### src/rtl/sram_strobe_ctrl.sv
module sram_strobe_ctrl #(
  parameter int CLK_NS = 5,
  parameter int T_RC   = 55,
  parameter int T_AA   = 55,
  parameter int T_OE   = 35,
  parameter int T_WC   = 55,
  parameter int T_WP   = 40,
  parameter int T_AW   = 50,
  parameter int T_DW   = 25,
  parameter int T_HZ   = 20,
  parameter int ADDR_W = 20,
  parameter int DATA_W = 8
) (
  input  logic              clk,
  input  logic              rst_n,
  input  logic              sleep,
  input  logic              req,
  input  logic              req_wr,
  input  logic [ADDR_W-1:0] req_addr,
  input  logic [DATA_W-1:0] req_wdata,
  output logic              ready,
  output logic [DATA_W-1:0] rd_data,
  output logic              rd_valid,
  output logic [ADDR_W-1:0] mem_addr,
  output logic              mem_cs_n,
  output logic              mem_cs,
  output logic              mem_we_n,
  output logic              mem_oe_n,
  output logic [DATA_W-1:0] mem_dq_out,
  output logic              mem_dq_oe,
  input  logic [DATA_W-1:0] mem_dq_in
);

  function automatic int cyc(input int ns);
    return (ns + CLK_NS - 1) / CLK_NS;
  endfunction

  function automatic int max2(input int a, input int b);
    return (a > b) ? a : b;
  endfunction

  localparam int HZ_CYC = max2(1, cyc(T_HZ));
  localparam int RD_CYC = max2(1, max2(cyc(T_AA), cyc(T_OE)));
  localparam int WR_CYC = max2(max2(cyc(T_WP), cyc(T_AW)),
                               max2(cyc(T_WC), HZ_CYC + max2(1, cyc(T_DW))));
  localparam int RC_CYC = max2(1, cyc(T_RC));
  localparam int MAX_CYC = max2(max2(HZ_CYC, RD_CYC), max2(WR_CYC, RC_CYC));
  localparam int CNT_W  = $clog2(MAX_CYC + 1);

  typedef enum logic [2:0] {ST_IDLE, ST_READ, ST_WRITE, ST_TURN, ST_SLEEP, ST_WAKE} st_t;

  st_t              state;
  logic [CNT_W-1:0] cnt;

  assign ready = (state == ST_IDLE) && !sleep;

  always_ff @(posedge clk or negedge rst_n) begin
    if (!rst_n) begin
      state      <= ST_IDLE;
      cnt        <= '0;
      mem_addr   <= '0;
      mem_dq_out <= '0;
      mem_dq_oe  <= 1'b0;
      mem_cs_n   <= 1'b1;
      mem_cs     <= 1'b1;
      mem_we_n   <= 1'b1;
      mem_oe_n   <= 1'b1;
      rd_data    <= '0;
      rd_valid   <= 1'b0;
    end else begin
      rd_valid <= 1'b0;
      if (cnt != '0) cnt <= cnt - 1'b1;
      case (state)
        ST_IDLE:
          if (req && ready) begin
            mem_addr <= req_addr;
            mem_cs_n <= 1'b0;
            if (req_wr) begin
              state      <= ST_WRITE;
              mem_we_n   <= 1'b0;
              mem_dq_out <= req_wdata;
              cnt        <= CNT_W'(WR_CYC - 1);
            end else begin
              state    <= ST_READ;
              mem_oe_n <= 1'b0;
              cnt      <= CNT_W'(RD_CYC - 1);
            end
          end else if (sleep) begin
            state  <= ST_SLEEP;
            mem_cs <= 1'b0;
          end
        ST_READ:
          if (cnt == '0) begin
            rd_data  <= mem_dq_in;
            rd_valid <= 1'b1;
            mem_oe_n <= 1'b1;
            mem_cs_n <= 1'b1;
            state    <= ST_TURN;
            cnt      <= CNT_W'(HZ_CYC - 1);
          end
        ST_WRITE:
          if (cnt == '0) begin
            mem_we_n  <= 1'b1;
            mem_cs_n  <= 1'b1;
            mem_dq_oe <= 1'b0;
            state     <= ST_IDLE;
          end else if (cnt == CNT_W'(WR_CYC - HZ_CYC)) begin
            mem_dq_oe <= 1'b1;
          end
        ST_TURN:
          if (cnt == '0) state <= ST_IDLE;
        ST_SLEEP:
          if (!sleep) begin
            state  <= ST_WAKE;
            mem_cs <= 1'b1;
            cnt    <= CNT_W'(RC_CYC - 1);
          end
        ST_WAKE:
          if (cnt == '0) state <= ST_IDLE;
        default: state <= ST_IDLE;
      endcase
    end
  end

  // output enable only inside a selected, non-writing read
  a_r2_oe_in_read: assert property (@(posedge clk) disable iff (!rst_n)
    !mem_oe_n |-> (!mem_cs_n && mem_cs && mem_we_n));

  // write strobe only while selected with output enable high
  a_r5_we_selected: assert property (@(posedge clk) disable iff (!rst_n)
    !mem_we_n |-> (!mem_cs_n && mem_cs && mem_oe_n));

  // bus drive only inside a write pulse
  a_r10_drive_in_write: assert property (@(posedge clk) disable iff (!rst_n)
    mem_dq_oe |-> !mem_we_n);

  // no drive in the first cycle of a write pulse
  a_r6_turnaround_first: assert property (@(posedge clk) disable iff (!rst_n)
    $fell(mem_we_n) |-> !mem_dq_oe);

  // read valid is a single pulse at the end of the read strobe
  a_r3_valid_pulse: assert property (@(posedge clk) disable iff (!rst_n)
    rd_valid |=> !rd_valid);
  a_r3_valid_at_oe_rise: assert property (@(posedge clk) disable iff (!rst_n)
    rd_valid |-> $rose(mem_oe_n));

  // an accepted request makes the block busy
  a_r7_accept_busy: assert property (@(posedge clk) disable iff (!rst_n)
    (req && ready) |=> !ready);

  // retention keeps every other strobe idle
  a_r8_sleep_quiet: assert property (@(posedge clk) disable iff (!rst_n)
    !mem_cs |-> (mem_cs_n && mem_we_n && mem_oe_n && !ready));

endmodule

### config.mk
export PLATFORM = sky130hd
export DESIGN_NAME = sram_strobe_ctrl
export DESIGN_NICKNAME = d
export VERILOG_FILES = /design/src/rtl/sram_strobe_ctrl.sv
export SDC_FILE = /design/constraint.sdc
export NUM_CORES = 1
export LEC_CHECK = 0
export ABC_AREA = 1
export CAP_MARGIN = 5
export CORE_ASPECT_RATIO = 0.9
export CORE_MARGIN = 2
export CORE_UTILIZATION = 47
export DETAILED_ROUTE_END_ITERATION = 12
export PLACE_DENSITY = 0.85
export SYNTH_ARGS = -nofsm -noshare
export SYNTH_HDL_FRONTEND = slang
export SYNTH_SLANG_ARGS = --single-unit
### constraint.sdc
create_clock -name clk -period 2.99 [get_ports clk]
set_input_delay 0.598 -clock clk [delete_from_list [all_inputs] [get_ports clk]]
set_output_delay 0.598 -clock clk [all_outputs]
set_load 0.1 [all_outputs]
==> metrics.yaml, run 1 <==
cts_post_setup_buffers_inserted: 0
ys_ff_latch: 49
cpMostUsedCell: "inv_1"
max-clock-path-buffers: 2
drive_gt1_frac: 0.208
end_kind: "output pin"
min_period_ns: 2.26
crit_family: "buffers and inverters"
start_util: 0.485
vias: 1878
yosysWarnings: 0
grt_max_degree: 28
diodes: 0
grt_pass1_vias: 1741
critical_path.max_stage_delay_ns: 0.51
die_w_um: 75.3
gr-total-overflow: 0
cts_root_buffer: "clkbuf_8"
stdcell_count: 403
path_buf_inv: 4
drv_slew: 0
relSlewSlack: 0.610
startpoint_type: "input pin"
dpl.cell_count: 395
area_growth_pct: 41.8
syn-num-nets: 298
rows: 23
place_congestion: 0.784
ctsHoldBuffers: 0
htree_levels: 2
fill_cells: 371
post_cts_resized: 0
drc: 0
dp_hpwl_mm: 3.64
cts_sinks: 49
period_share: 0.756
syn_avg_cell_area_um2: 8.47
fmax_mhz: 442
antenna_found_initial: 0
seq_area_frac_synth: 0.572
cp.required_ns: 2.39
status: "completed"
die_y_um: 68.2
grt_first_pass_wirelength_mm: 7.76
finalSetupTns_ns: 0
netlist_instances: 254
grt_use_met3: 0.0589
drv_cap: 0
layout_common_cells: "nand2_1 (130), dfrtp_1 (45), buf_4 (44)"
core-area_mm2: 0.00443
path_max_fanout: 7
routed_wl_mm: 5.08
rsz0062_at_grt: "no"
netlist_area_mm2: 0.00215
ff2ff_path_depth: 6
path_depth: 5
grtUsageTotal: 0.202
nets: 384
portBuffers: 83
regArea_mm2: 0.00123
setup_viol: 0
vias_per_cell: 4.66
worst_slew_pin_slew_ns: 0.585
dr.pass1.iters: 4
synth_cell_types: 25
ant_nets: 0
worstPathCellList: "clkdlybuf4s50_1 > inv_1 > nand3_1 > inv_1 > buf_12"
numCtsBuffers: 5
arrival_ns: 1.66
gr-max-usage-layer: "met2"
layout_commonest_cell: "nand2_1"
hold_class: "in -> async"
cts_tree: "yes"
die_area_mm2: 0.00513
clock_latency_ns: 0.31
wl_per_cell_um: 12.6
clk_pin_slew_ns: 0.09
cp_slowest_cell: "clkdlybuf4s50_1"
fin_skew_ns: 0.00749
grt_util_met1: 0.267
first_iter_violations: 99
final-hold-violation-count: 0
use_met2: 0.316
multi_input_area_um2: 808
worstSetupPathType: "in -> out"
ios: 84
==> flip-flops by register name (all words and copies together), names as in the netlist <==
signal / flops
rd_data: 8
mem_dq_out: 8
mem_cs: 1
mem_we_n: 1
cnt: 4
mem_dq_oe: 1
rd_valid: 1
mem_cs_n: 1
mem_addr: 20
state: 3
mem_oe_n: 1
==> worst paths after layout <==
| check | from | end | slack (ns) |
|---|---|---|---|
| setup / recovery | sleep | ready | 0.73 |
| hold / removal | rst_n | cnt[2] | 0.28 |
| setup reg to reg | state[0] | cnt[2] | 1.27 |
| hold reg to reg | mem_addr[14] | mem_addr[14] | 0.49 |
| max in group asynchronous | rst_n | mem_oe_n | 1.94 |
| min in group clk | mem_addr[14] | mem_addr[14] | 0.49 |
==> synth_stat cells <==
library cell	n	area share
buf_6	1	0.0052
or2_2	1	0.0029
a21oi_1	3	0.0070
nor2_1	11	0.019
nand2_1	130	0.23
buf_4	2	0.0070
o21bai_2	2	0.010
nand3_2	1	0.0047
inv_2	4	0.0070
o211ai_1	1	0.0035
ha_1	3	0.017
buf_2	2	0.0047
dfstp_2	4	0.049
nand4_1	1	0.0029
o21ai_0	13	0.030
nand3b_1	1	0.0035
inv_1	15	0.026
dfrtp_1	45	0.52
nand3_1	7	0.016
clkbuf_1	1	0.0017
nand4_4	1	0.0099
nor3_1	1	0.0023
nand2_4	1	0.0052
nor2_2	1	0.0029
nor2_4	2	0.010
==> logic make-up after synthesis <==
group                    Yosys count  synth area share
AND/OR/NAND/NOR                  158             0.307
flip-flops                        49             0.572
buffers and inverters             25            0.0518
AO/OA/AOI/OAI                     19            0.0512
adder cells (fa/ha/maj)            3            0.0175
==> layout make-up <==
class                   instances  area share
flip-flops and latches         49       0.404
inverters                      19      0.0234
clock buffers                   5      0.0226
clock inverters                 3      0.0152
multi-input cells             180       0.265
repair buffers                 85       0.245
well taps                      62      0.0254
==> routing by layer <==
layer | part of all wire | wire length (um)
met1 | 0.46 | 2330
met2 | 0.46 | 2320
met3 | 0.072 | 366
met4 | 0.014 | 71
met5 | 0 | 0
==> stage by stage <==
step / hold slack (ns) / cell area (um^2) / util / setup WS, ns
3_3_place_gp: 0.465 / 2930 / 0.662 / 0.736
4_1_cts: 0.306 / 3050 / 0.688 / 0.717
6_report: 0.285 / 3050 / 0.688 / 0.730
5_1_grt: 0.324 / 3050 / 0.688 / 0.661
3_5_place_dp: 0.466 / 2930 / 0.662 / 0.690
2_1_floorplan: 0.302 / 2150 / - / 1.01
Power of run 1 is left out: the tool's default activity adds up to more than one toggle a clock period on the data nets, which glitch-free logic cannot reach.
==> run 2: changes to the inputs <==
--- a/config.mk
+++ b/config.mk
@@ -9,9 +9,9 @@
 export CAP_MARGIN = 5
 export CORE_ASPECT_RATIO = 0.9
 export CORE_MARGIN = 2
-export CORE_UTILIZATION = 47
+export CORE_UTILIZATION = 43
 export DETAILED_ROUTE_END_ITERATION = 12
-export PLACE_DENSITY = 0.85
+export PLACE_DENSITY = 0.79
 export SYNTH_ARGS = -nofsm -noshare
 export SYNTH_HDL_FRONTEND = slang
 export SYNTH_SLANG_ARGS = --single-unit
==> constraint.sdc (replaced) <==
create_clock -name clk -period 2.1 [get_ports clk]
set_input_delay 0.42 -clock clk [delete_from_list [all_inputs] [get_ports clk]]
set_output_delay 0.42 -clock clk [all_outputs]
set_load 0.1 [all_outputs]
==> run 2 against run 1 <==
Compared with the run above:
- worst setup slack worse by 0.45 ns
- critical path depth is 1 lower
- via count is 0.96% higher
- register-to-register slack worse by 0.69 ns
- final cell count is 1.7% higher
- core utilization is 4.5 points lower
- count of clock-buffer cells in the layout stayed put
- clock skew is 0.0017 ns lower
- non-clock buffer count is 4 higher
- routed wire length is 2.4% lower
- hold slack worse by 0.18 ns
- global-route usage is 1.3 points lower
- largest cell class unchanged
==> metrics.yaml, run 2 (synthesized netlist as in run 1, its figures left out) <==
first_iter_violations: 99  # unchanged
die_w_um: 78.6  # was 75.3 um
ant_nets: 0  # unchanged
arrival_ns: 1.40  # was 1.66 ns
drv_slew: 0  # unchanged
vias_per_cell: 4.62  # was 4.66
antenna_found_initial: 0  # unchanged
cts_post_setup_buffers_inserted: 0  # unchanged
htree_levels: 2  # unchanged
rows: 24  # was 23
status: "completed"  # unchanged
gr-total-overflow: 0  # unchanged
dp_hpwl_mm: 3.85  # was 3.64 mm
layout_commonest_cell: "nand2_1"  # unchanged
vias: 1896  # was 1,878
post_cts_resized: 0  # unchanged
fmax_mhz: 550
stdcell_area_mm2: 0.00311  # was 0.00305 mm^2
setup_viol: 0  # unchanged
cts_sinks: 49  # unchanged
layout_common_cells: "nand2_1 (130), dfrtp_1 (45), buf_4 (44)"  # unchanged
place_congestion: 0.827  # was 0.784
drv_cap: 0  # unchanged
ctsHoldBuffers: 0  # unchanged
rsz0062_at_grt: "no"  # unchanged
largest_reg_flops: 20  # unchanged
grtUsageTotal: 0.188  # was 0.202
relSlewSlack: 0.626  # was 0.610
routed_wl_mm: 4.96  # was 5.08 mm
hold_class: "in -> async"  # unchanged
cp.required_ns: 1.68  # was 2.39 ns
start_util: 0.445  # was 0.485
cts_tree: "yes"  # unchanged
stdcell_count: 410  # was 403
nets: 388  # was 384
path_max_fanout: 8  # was 7
drive_gt1_frac: 0.217  # was 0.208
dr.pass1.iters: 4  # unchanged
diodes: 0  # unchanged
area_growth_pct: 44.5  # was 41.8%
drc: 0  # unchanged
wl_per_cell_um: 12.1  # was 12.6 um
end_kind: "output pin"  # unchanged
largest_registers: "mem_addr x20, mem_dq_out x8, rd_data x8"  # unchanged
startpoint_type: "register"  # was input pin
worstSetupPathType: "reg -> out"  # was in -> out
core-area_mm2: 0.00483  # was 0.00443 mm^2
grt_first_pass_wirelength_mm: 8.22  # was 7.76 mm
min_period_ns: 1.82
max-clock-path-buffers: 2  # unchanged
ios: 84  # unchanged
fin_skew_ns: 0.00575  # was 0.00749 ns
die_y_um: 71.1  # was 68.2 um
cts_root_buffer: "clkbuf_8"  # unchanged
clk_pin_slew_ns: 0.09  # about the same
final-hold-violation-count: 0  # unchanged
portBuffers: 83  # unchanged
r2r_start: "cnt[0]"  # was state[0]
finalSetupTns_ns: 0  # unchanged
die_area_mm2: 0.00558  # was 0.00513 mm^2
period_share: 0.866
place_area_mm2: 0.00302  # was 0.00293 mm^2
regMostFlops: "mem_addr"  # unchanged
worst_slew_pin_slew_ns: 0.560  # was 0.585 ns
startpoint: "state[0]"  # was sleep
clock_latency_ns: 0.30  # was 0.31 ns
numCtsBuffers: 5  # unchanged
dpl.cell_count: 402  # was 395
ff2ff_path_depth: 8  # was 6
grt_max_degree: 27  # was 28
grt_pass1_vias: 1797  # was 1,741
[run 2: changes by cell type in the layout (fill, tap and decap cells not counted)]
| cell | delta |
|---|---|
| buf_12 | +4 |
| bufinv_16 | -1 |
| clkinv_2 | +1 |
| clkinv_4 | -1 |
| inv_6 | +1 |
[run 2: critical path: stages (launching register included)]
cell     delay [ns]
dfrtp_1        0.48
nor2_4         0.22
nand3_1        0.11
inv_1          0.11
buf_12         0.18
[run 2: final timing paths]
kind                                     to  slack, ns
worst min register to register  mem_addr[3]       0.48
min in group clk                mem_addr[3]       0.48
worst max register to register     mem_oe_n       0.58
worst max-delay path                  ready       0.28
worst min-delay path                 cnt[3]       0.10
max in group asynchronous          mem_oe_n       1.34
[run 2: cell type report]
cell class	instances	area, um^2
clock inverter	3	21.3
multi-input combinational	180	808
tap	65	81.3
clock buffer	5	68.8
fill	407	1730
timing repair buffer	89	826
sequential	49	1230
inverter	19	71.3
[run 2: routing by layer]
metal | vias to the layer above | global-route usage | part of all wire
li1 | 960 | - | -
met1 | 870 | 0.241 | 0.42
met2 | 61 | 0.311 | 0.50
met3 | 5 | 0.0599 | 0.071
met4 | 0 | 0.0526 | 0.0093
met5 | - | 0 | 0
[run 2: through the flow]
| step | worst slack (ns) | hold WS (ns) | util |
|---|---|---|---|
| after floorplan | 0.380 | 0.124 | - |
| after global placement | 0.326 | 0.449 | 0.624 |
| after detailed placement | 0.298 | 0.447 | 0.624 |
| after CTS | 0.272 | 0.115 | 0.643 |
| after global routing | 0.198 | 0.120 | 0.643 |
| final | 0.282 | 0.102 | 0.643 |
Power of run 2 is left out for the same reason.
